**config.mk**
```make
export PLATFORM = sky130hd
export DESIGN_NAME = rx_slot_writer
export DESIGN_NICKNAME = d
export VERILOG_FILES = /design/src/rtl/rxw_pkg.sv /design/src/rtl/rxw_fifo.sv /design/src/rtl/rxw_slot_flags.sv /design/src/rtl/rxw_burst_engine.sv /design/src/rtl/rx_slot_writer.sv
export SDC_FILE = /design/constraint.sdc
export NUM_CORES = 2
export LEC_CHECK = 0
export BUFFER_PORTS_ARGS = -buffer_cell sky130_fd_sc_hd__buf_2
export CORE_MARGIN = 2
export CORE_UTILIZATION = 45
export DETAILED_ROUTE_END_ITERATION = 6
export GPL_TIMING_DRIVEN = 0
export HOLD_SLACK_MARGIN = 0.02
export PLACE_DENSITY = 0.65
export SYNTH_ARGS = -nofsm -noshare
export SYNTH_HDL_FRONTEND = slang
export SYNTH_SLANG_ARGS = --single-unit
```
**constraint.sdc**
```tcl
create_clock -name clk -period 5.2 [get_ports clk]
set_input_delay 1.56 -clock clk [delete_from_list [all_inputs] [get_ports clk]]
set_output_delay 1.56 -clock clk [all_outputs]
set_load 0.05 [all_outputs]
```
**src/rtl/rxw_pkg.sv**
```systemverilog
package rxw_pkg;
  typedef enum logic [1:0] {
    S_WAIT_SLOT,
    S_WAIT_DATA,
    S_BURST,
    S_DESC
  } wr_state_t;

  localparam int WORD_BYTES = 4;
  localparam int HALF_W     = 16;
  localparam int WORD_W     = 2 * HALF_W;
endpackage

```
**src/rtl/rxw_fifo.sv**
```systemverilog
module rxw_fifo #(
  parameter int W     = 32,
  parameter int DEPTH = 64,
  localparam int PTR_W = $clog2(DEPTH),
  localparam int CNT_W = $clog2(DEPTH + 1)
) (
  input  logic             clk,
  input  logic             rst,
  input  logic             push,
  input  logic [W-1:0]     din,
  input  logic             pop,
  output logic [W-1:0]     dout,
  output logic [CNT_W-1:0] count,
  output logic             full
);
  logic [W-1:0]     mem [DEPTH];
  logic [PTR_W-1:0] wptr;
  logic [PTR_W-1:0] rptr;
  logic             push_ok;

  assign full    = (count == CNT_W'(DEPTH));
  assign push_ok = push && !full;

  // storage without reset so it maps onto block RAM
  always_ff @(posedge clk) begin
    if (push_ok) mem[wptr] <= din;
  end

  // registered read port
  always_ff @(posedge clk) begin
    if (pop) dout <= mem[rptr];
  end

  always_ff @(posedge clk) begin
    if (rst) begin
      wptr  <= '0;
      rptr  <= '0;
      count <= '0;
    end else begin
      if (push_ok) wptr <= wptr + 1'b1;
      if (pop)     rptr <= rptr + 1'b1;
      count <= count + CNT_W'(push_ok) - CNT_W'(pop);
    end
  end

  AST_NO_UNDERFLOW: assert property (@(posedge clk) disable iff (rst)
    pop |-> (count != '0));
endmodule

```
**src/rtl/rxw_slot_flags.sv**
```systemverilog
module rxw_slot_flags #(
  parameter int NUM_SLOTS = 4,
  parameter int IDX_W     = 2
) (
  input  logic                 clk,
  input  logic                 rst,
  input  logic                 set_en,
  input  logic [IDX_W-1:0]     set_idx,
  input  logic                 clr_en,
  input  logic [IDX_W-1:0]     clr_idx,
  output logic [NUM_SLOTS-1:0] busy
);
  for (genvar i = 0; i < NUM_SLOTS; i++) begin : g_flag
    always_ff @(posedge clk) begin
      if (rst)                                       busy[i] <= 1'b0;
      else if (set_en && (set_idx == IDX_W'(i)))     busy[i] <= 1'b1;
      else if (clr_en && (clr_idx == IDX_W'(i)))     busy[i] <= 1'b0;
    end
  end

  AST_PUBLISH_FREE_SLOT: assert property (@(posedge clk) disable iff (rst)
    set_en |-> !busy[set_idx]);
endmodule

```
**src/rtl/rxw_burst_engine.sv**
```systemverilog
module rxw_burst_engine
  import rxw_pkg::*;
#(
  parameter int NUM_SLOTS      = 4,
  parameter int PAYLOAD_BURSTS = 2,
  parameter int BURST_WORDS    = 32,
  parameter int LINE_WORDS     = 16,
  parameter int SEQ_W          = 16,
  parameter int IDX_W          = 2,
  parameter int ADDR_W         = 9,
  parameter int CNT_W          = 7,
  localparam int PAYLOAD_WORDS = PAYLOAD_BURSTS * BURST_WORDS,
  localparam int SLOT_WORDS    = LINE_WORDS + PAYLOAD_WORDS,
  localparam int OFF_W         = $clog2(PAYLOAD_WORDS),
  localparam int BW_LOG        = $clog2(BURST_WORDS)
) (
  input  logic                 clk,
  input  logic                 rst,
  input  logic [CNT_W-1:0]     fifo_count,
  input  logic [NUM_SLOTS-1:0] busy,
  output logic                 pop,
  output logic                 set_en,
  output logic [IDX_W-1:0]     set_idx,
  output logic                 beat_v,
  output logic                 desc_v,
  output logic [ADDR_W-1:0]    stage_addr,
  output logic [WORD_W-1:0]    desc_word
);
  wr_state_t         state;
  logic [IDX_W-1:0]  slot;
  logic [ADDR_W-1:0] base;
  logic [OFF_W-1:0]  off;
  logic [SEQ_W-1:0]  seq;

  assign pop     = (state == S_BURST);
  assign set_en  = (state == S_DESC);
  assign set_idx = slot;

  always_ff @(posedge clk) begin
    if (rst) begin
      state  <= S_WAIT_SLOT;
      slot   <= '0;
      base   <= '0;
      off    <= '0;
      seq    <= '0;
      beat_v <= 1'b0;
      desc_v <= 1'b0;
    end else begin
      beat_v <= 1'b0;
      desc_v <= 1'b0;
      case (state)
        S_WAIT_SLOT: if (!busy[slot]) state <= S_WAIT_DATA;
        S_WAIT_DATA: if (int'(fifo_count) >= BURST_WORDS) state <= S_BURST;
        S_BURST: begin
          beat_v     <= 1'b1;
          stage_addr <= base + ADDR_W'(LINE_WORDS) + ADDR_W'(off);
          off        <= off + 1'b1;
          if (&off[BW_LOG-1:0]) begin
            if (off == OFF_W'(PAYLOAD_WORDS - 1)) begin
              off   <= '0;
              state <= S_DESC;
            end else begin
              state <= S_WAIT_DATA;
            end
          end
        end
        S_DESC: begin
          desc_v     <= 1'b1;
          stage_addr <= base;
          desc_word  <= {seq, {(WORD_W - SEQ_W - 1){1'b0}}, 1'b1};
          seq        <= seq + 1'b1;
          if (slot == IDX_W'(NUM_SLOTS - 1)) begin
            slot <= '0;
            base <= '0;
          end else begin
            slot <= slot + 1'b1;
            base <= base + ADDR_W'(SLOT_WORDS);
          end
          state <= S_WAIT_SLOT;
        end
        default: state <= S_WAIT_SLOT;
      endcase
    end
  end

  AST_POP_FREE_SLOT: assert property (@(posedge clk) disable iff (rst)
    pop |-> !busy[slot]);
  AST_DESC_AFTER_DATA: assert property (@(posedge clk) disable iff (rst)
    desc_v |-> $past(beat_v));
endmodule

```
**src/rtl/rx_slot_writer.sv**
```systemverilog
module rx_slot_writer
  import rxw_pkg::*;
#(
  parameter int NUM_SLOTS      = 4,
  parameter int PAYLOAD_BURSTS = 2,
  parameter int FIFO_DEPTH     = 64,
  parameter int SEQ_W          = 16,
  parameter int BURST_BYTES    = 128,
  parameter int LINE_BYTES     = 64,
  localparam int BURST_WORDS   = BURST_BYTES / WORD_BYTES,
  localparam int LINE_WORDS    = LINE_BYTES / WORD_BYTES,
  localparam int SLOT_WORDS    = LINE_WORDS + PAYLOAD_BURSTS * BURST_WORDS,
  localparam int ADDR_W        = $clog2(NUM_SLOTS * SLOT_WORDS),
  localparam int IDX_W         = (NUM_SLOTS > 1) ? $clog2(NUM_SLOTS) : 1,
  localparam int CNT_W         = $clog2(FIFO_DEPTH + 1)
) (
  input  logic              clk,
  input  logic              rst,
  input  logic              smp_valid,
  input  logic [HALF_W-1:0] smp_i,
  input  logic [HALF_W-1:0] smp_q,
  input  logic              clr_en,
  input  logic [IDX_W-1:0]  clr_idx,
  output logic              wr_en,
  output logic [ADDR_W-1:0] wr_addr,
  output logic [WORD_W-1:0] wr_data,
  output logic              overflow
);
  logic [WORD_W-1:0]    fifo_dout;
  logic [CNT_W-1:0]     fifo_count;
  logic                 fifo_full;
  logic                 pop;
  logic                 set_en;
  logic [IDX_W-1:0]     set_idx;
  logic [NUM_SLOTS-1:0] busy;
  logic                 beat_v;
  logic                 desc_v;
  logic [ADDR_W-1:0]    stage_addr;
  logic [WORD_W-1:0]    desc_word;

  rxw_fifo #(.W(WORD_W), .DEPTH(FIFO_DEPTH)) fifo_i (
    .clk(clk), .rst(rst), .push(smp_valid), .din({smp_i, smp_q}),
    .pop(pop), .dout(fifo_dout), .count(fifo_count), .full(fifo_full)
  );

  rxw_slot_flags #(.NUM_SLOTS(NUM_SLOTS), .IDX_W(IDX_W)) flags_i (
    .clk(clk), .rst(rst), .set_en(set_en), .set_idx(set_idx),
    .clr_en(clr_en), .clr_idx(clr_idx), .busy(busy)
  );

  rxw_burst_engine #(
    .NUM_SLOTS(NUM_SLOTS), .PAYLOAD_BURSTS(PAYLOAD_BURSTS),
    .BURST_WORDS(BURST_WORDS), .LINE_WORDS(LINE_WORDS), .SEQ_W(SEQ_W),
    .IDX_W(IDX_W), .ADDR_W(ADDR_W), .CNT_W(CNT_W)
  ) engine_i (
    .clk(clk), .rst(rst), .fifo_count(fifo_count), .busy(busy),
    .pop(pop), .set_en(set_en), .set_idx(set_idx), .beat_v(beat_v),
    .desc_v(desc_v), .stage_addr(stage_addr), .desc_word(desc_word)
  );

  // single registered output stage for payload and descriptor writes
  always_ff @(posedge clk) begin
    if (rst) begin
      wr_en    <= 1'b0;
      overflow <= 1'b0;
    end else begin
      wr_en <= beat_v | desc_v;
      if (smp_valid && fifo_full) overflow <= 1'b1;
    end
    wr_addr <= stage_addr;
    wr_data <= desc_v ? desc_word : fifo_dout;
  end

  AST_OVERFLOW_STICKY: assert property (@(posedge clk) disable iff (rst)
    $past(overflow) |-> overflow);
  AST_ONE_WRITE_SOURCE: assert property (@(posedge clk) disable iff (rst)
    !(beat_v && desc_v));
endmodule

```
==> results.md <==
* Main area contributors after synthesis: edfxtp_1 (75%), mux4_2 (12%), mux2i_1 (2.9%), dfxtp_1 (2.3%), nor2_1 (0.57%)
* Placement row count at 158
* Height of the die at 437.0 um
* Total Power Consumption at 0.04081 W
* Leakage power summed over all cells at 29.72 nW
* Fmax at 200.5 MHz
* Worst IR Drop VDD at 0.3882 mV
* Total of flip-flops plus latches after synthesis at 2204
* Number of buffers on the longest clock path at 3
* Final Instance Count excl. Fillers at 7011
* Share of synthesized cell area in full adder, half adder and majority cells at 0.4242%
* Register-to-register setup slack at 0.21 ns
* Overall Global Routing Usage at 29.15%
* Clock tree from TritonCTS: built
* Result of the run: finished, violations left
* Setup Fix Bufs, Post-CTS at 0
* Total gr overflow at 0
* XOR/XNOR Fraction of Synth Area at 0.3530%
* Total negative slack at 0 ns
* Slew Limit Fails at 77
* Clk sinks at 2204
* Fraction of layout instances using a drive strength above 1 at 26.54%
* Portion of the post-synthesis area used by sequential elements at 77.28%
* Number of unique standard cell types used by synthesis at 63
* Class of the most critical hold timing path: reg2reg
* Internal Pwr Total at 0.03044 W
* Syn Inst Count at 3930
* Quantity of hold-fixing buffers added after cts at 0
* Clock-pin slew on the worst setup and hold paths at 0.07 ns
* Critical path launch point type: flop
* Number of levels the H-tree was split into at 4
* Number of buffers added by the clock tree synthesis step at 213
* Main synth FF type: edfxtp_1
* Maximum number of pins on one net before global-route repair at 65
* Number of buffers inserted by port buffering at 80
* Die ar. at 191000 um2
* Per-cell routed wire length at 39.93 um
* Proportion of synthesized area in mux cells at 15.72%
* Proportion of power drawn by combinational gates at 13.8%
* Final weighted congestion in routability-driven placement at 0.9371
* Clock Latency Late Sink at 0.88 ns
* Highest-count cells in the layout ignoring fill and taps: edfxtp_1 (2105), mux4_2 (462), mux2i_1 (246)
* Arrival time worst endpoint at 5.42 ns
* Sequential share of power at 48.7%
* Hold depth at 0
* Antenna violations before repair at 18
* First-pass DRT Iterations at 7
* Actual slew at the worst max-slew pin at 1.560 ns
* Switching part of the total power at 25.41%
* Post-Synthesis Cell Area at 84360 um2
* Psw at 0.01037 W
* Wire length of the first global-routing pass at 374700 um
* Worst hold slack across all endpoints at 0.3418 ns
* Setup-failing EPs final at 0
* Syn nets at 3996
* Net count, final at 4408
* Max-capacitance violation count at 4
* Slew headroom at -3.988%
* Remaining routing DRC violations at 10
* Average cell area after synthesis at 21.47 um2
* Simple logic cell fraction of the synthesized area at 1.771%
* Number of cells on the worst reg-to-reg path at 7
* Failing checks: DRC, capacitance limit, slew limit
* Area added between synthesis and finish at 16.00%
* Floorplan Core Area at 185800 um2
* Total power divided by cell area at 417.0 nW/um2
* Via count at 45.86k
* RSZ-0062 raised after global routing: no
* Ys Warns at 0
* Beginning of the worst hold path: engine_i.stage_addr[7]$_DFFE_PP_
* Crit path kind: reg2reg
* Average via count per standard cell at 6.541
* Data required time at the worst endpoint at 5.63 ns
* Shortest period the worst path allows at 4.988 ns
* Detailed Route WL at 279900 um
* Number of hold-slack violations in the final timing report at 0
* Fill cell instance count of the final layout at 14.19k
* Clock root buffer: clkbuf_16
* Max Clock Skew at 0.05997 ns
* Launch instance of the worst register-to-register path: fifo_i.rptr[3]$_SDFFE_PP0N_
* First DRT Iteration DRCs at 8932
* Fraction of synthesized cell area taken by the top area cell type at 74.93%
* Area leader, netlist: edfxtp_1
* Post-synth EDFFs at 2105
* Number of gates resized after cts at 0
* Placed Instances at 6604
* Commonest non-fill, non-tap cell in the layout: edfxtp_1
* Capture endpoint of the worst hold path: wr_addr[7]$_DFF_P_
* Max Fanout on Critical Path at 10
* Final design utilization at 52.66%
* Area fraction in compound gates after synthesis at 2.897%
* Fraction of registers with async set/reset at 0%
* Category of the worst setup path capture point: flop
* Count of antenna-violating nets left after detailed routing at 0
* Starting utilization of the core area at 45.40%
* Io pins at 81
* Die outline width at 437.0 um
* Relative contribution of the clock network to total power at 37.5%
* Final Cycle Share at 95.92%
* Number of global-route vias before repair at 43.87k
* Worst r2r dst: fifo_i.dout[25]$_DFFE_PN_
* Estimated wirelength of the detail-placed design at 181900 um
* Combinational family with the most area after synthesis: multiplexers
power by group through the flow:
stage	Clock, W	Combinational [W]	Sequential (W)
after floorplan	0	0.00316	0.0205
after global placement	0	0.00535	0.0203
after detailed placement	0	0.00549	0.0203
after CTS	0.0154	0.00552	0.0199
after global routing	0.0160	0.00577	0.0199
final	0.0153	0.00562	0.0199
stage by stage:
stage / instance area, um2 / setup slack (ns)
3_5_place_dp: 90930 / 0.03849
3_3_place_gp: 87870 / -2.813
5_1_grt: 97850 / 0.3154
6_report: 97860 / 0.2119
2_1_floorplan: 84360 / 0.9150
4_1_cts: 97780 / 0.6691
worst max path at each step:
stage | to | slack [ns] | startpoint
3_3_place_gp | fifo_i.mem[34][5]$_DFFE_PP_ | -2.81 | smp_valid
5_1_grt | fifo_i.dout[16]$_DFFE_PN_ | 0.32 | fifo_i.rptr[2]$_SDFFE_PP0N_
6_report | fifo_i.dout[25]$_DFFE_PN_ | 0.21 | fifo_i.rptr[3]$_SDFFE_PP0N_
2_1_floorplan | fifo_i.mem[54][0]$_DFFE_PP_ | 0.91 | smp_valid
4_1_cts | fifo_i.dout[16]$_DFFE_PN_ | 0.67 | fifo_i.rptr[2]$_SDFFE_PP0N_
3_5_place_dp | fifo_i.mem[62][0]$_DFFE_PP_ | 0.04 | smp_valid
layer usage:
layer,vias to the layer above,share of wire [%],global-route usage (%)
met4,22,6.9,16.01
met5,-,0.059,0
met1,23780,34,37.72
met3,907,15,10.57
met2,3875,44,42.93
li1,17280,-,-
synth_stat cells, types with 16 or more instances:
library cell	n
edfxtp_1	2105
mux4_2	462
mux2i_1	246
nor2_1	128
dfxtp_1	99
a21oi_1	86
o21ai_0	85
clkbuf_1	77
buf_2	59
o221ai_1	48
nand2_1	47
nor2b_1	36
mux2_2	35
buf_4	33
a211oi_1	30
buf_6	29
ha_1	27
nand3_1	27
o22ai_1	25
xor2_1	21
inv_1	20
o21ai_1	17
a221oi_1	16
buf_1	16
final cells by class:
| cell class | count | area (um2) | share of cell area, % |
|---|---|---|---|
| sequential | 2204 | 65190 | 66.62 |
| multi-input combinational | 1490 | 18340 | 18.74 |
| clock buffer | 264 | 5637 | 5.760 |
| tap | 2480 | 3103 | 3.171 |
| timing repair buffer | 197 | 3033 | 3.099 |
| buffer | 215 | 1241 | 1.268 |
| clock inverter | 135 | 1219 | 1.245 |
| inverter | 21 | 78.83 | 0.08055 |
| antenna | 5 | 12.51 | 0.01279 |
worst max-delay path, cell delays in order (launching register included):
cell and delay, ns:
dfxtp_1 0.39, buf_2 0.45, buf_2 0.37, clkbuf_1 0.99
clkbuf_1 1.04, nor2_1 0.14, o221ai_1 0.58, o21ai_1 0.51
kinds of logic after synthesis:
| logic type | Yosys count |
|---|---|
| flip-flops | 2204 |
| multiplexers | 743 |
| AO/OA/AOI/OAI | 373 |
| AND/OR/NAND/NOR | 311 |
| buffers and inverters | 236 |
| XOR/XNOR | 34 |
| adder cells (fa/ha/maj) | 28 |
| other | 1 |
state kept, by name, summed over array words and instances, names as in the netlist, 4 cells and up:
signal               cells
fifo_i.rptr              6
wr_addr                  9
engine_i.desc_word      16
engine_i.off             6
flags_i.busy             4
fifo_i.wptr              6
engine_i.base            5
engine_i.stage_addr      9
fifo_i.mem            2048
fifo_i.dout             32
fifo_i.count             7
wr_data                 32
engine_i.seq            16
Power figures use the tool's default switching activity.
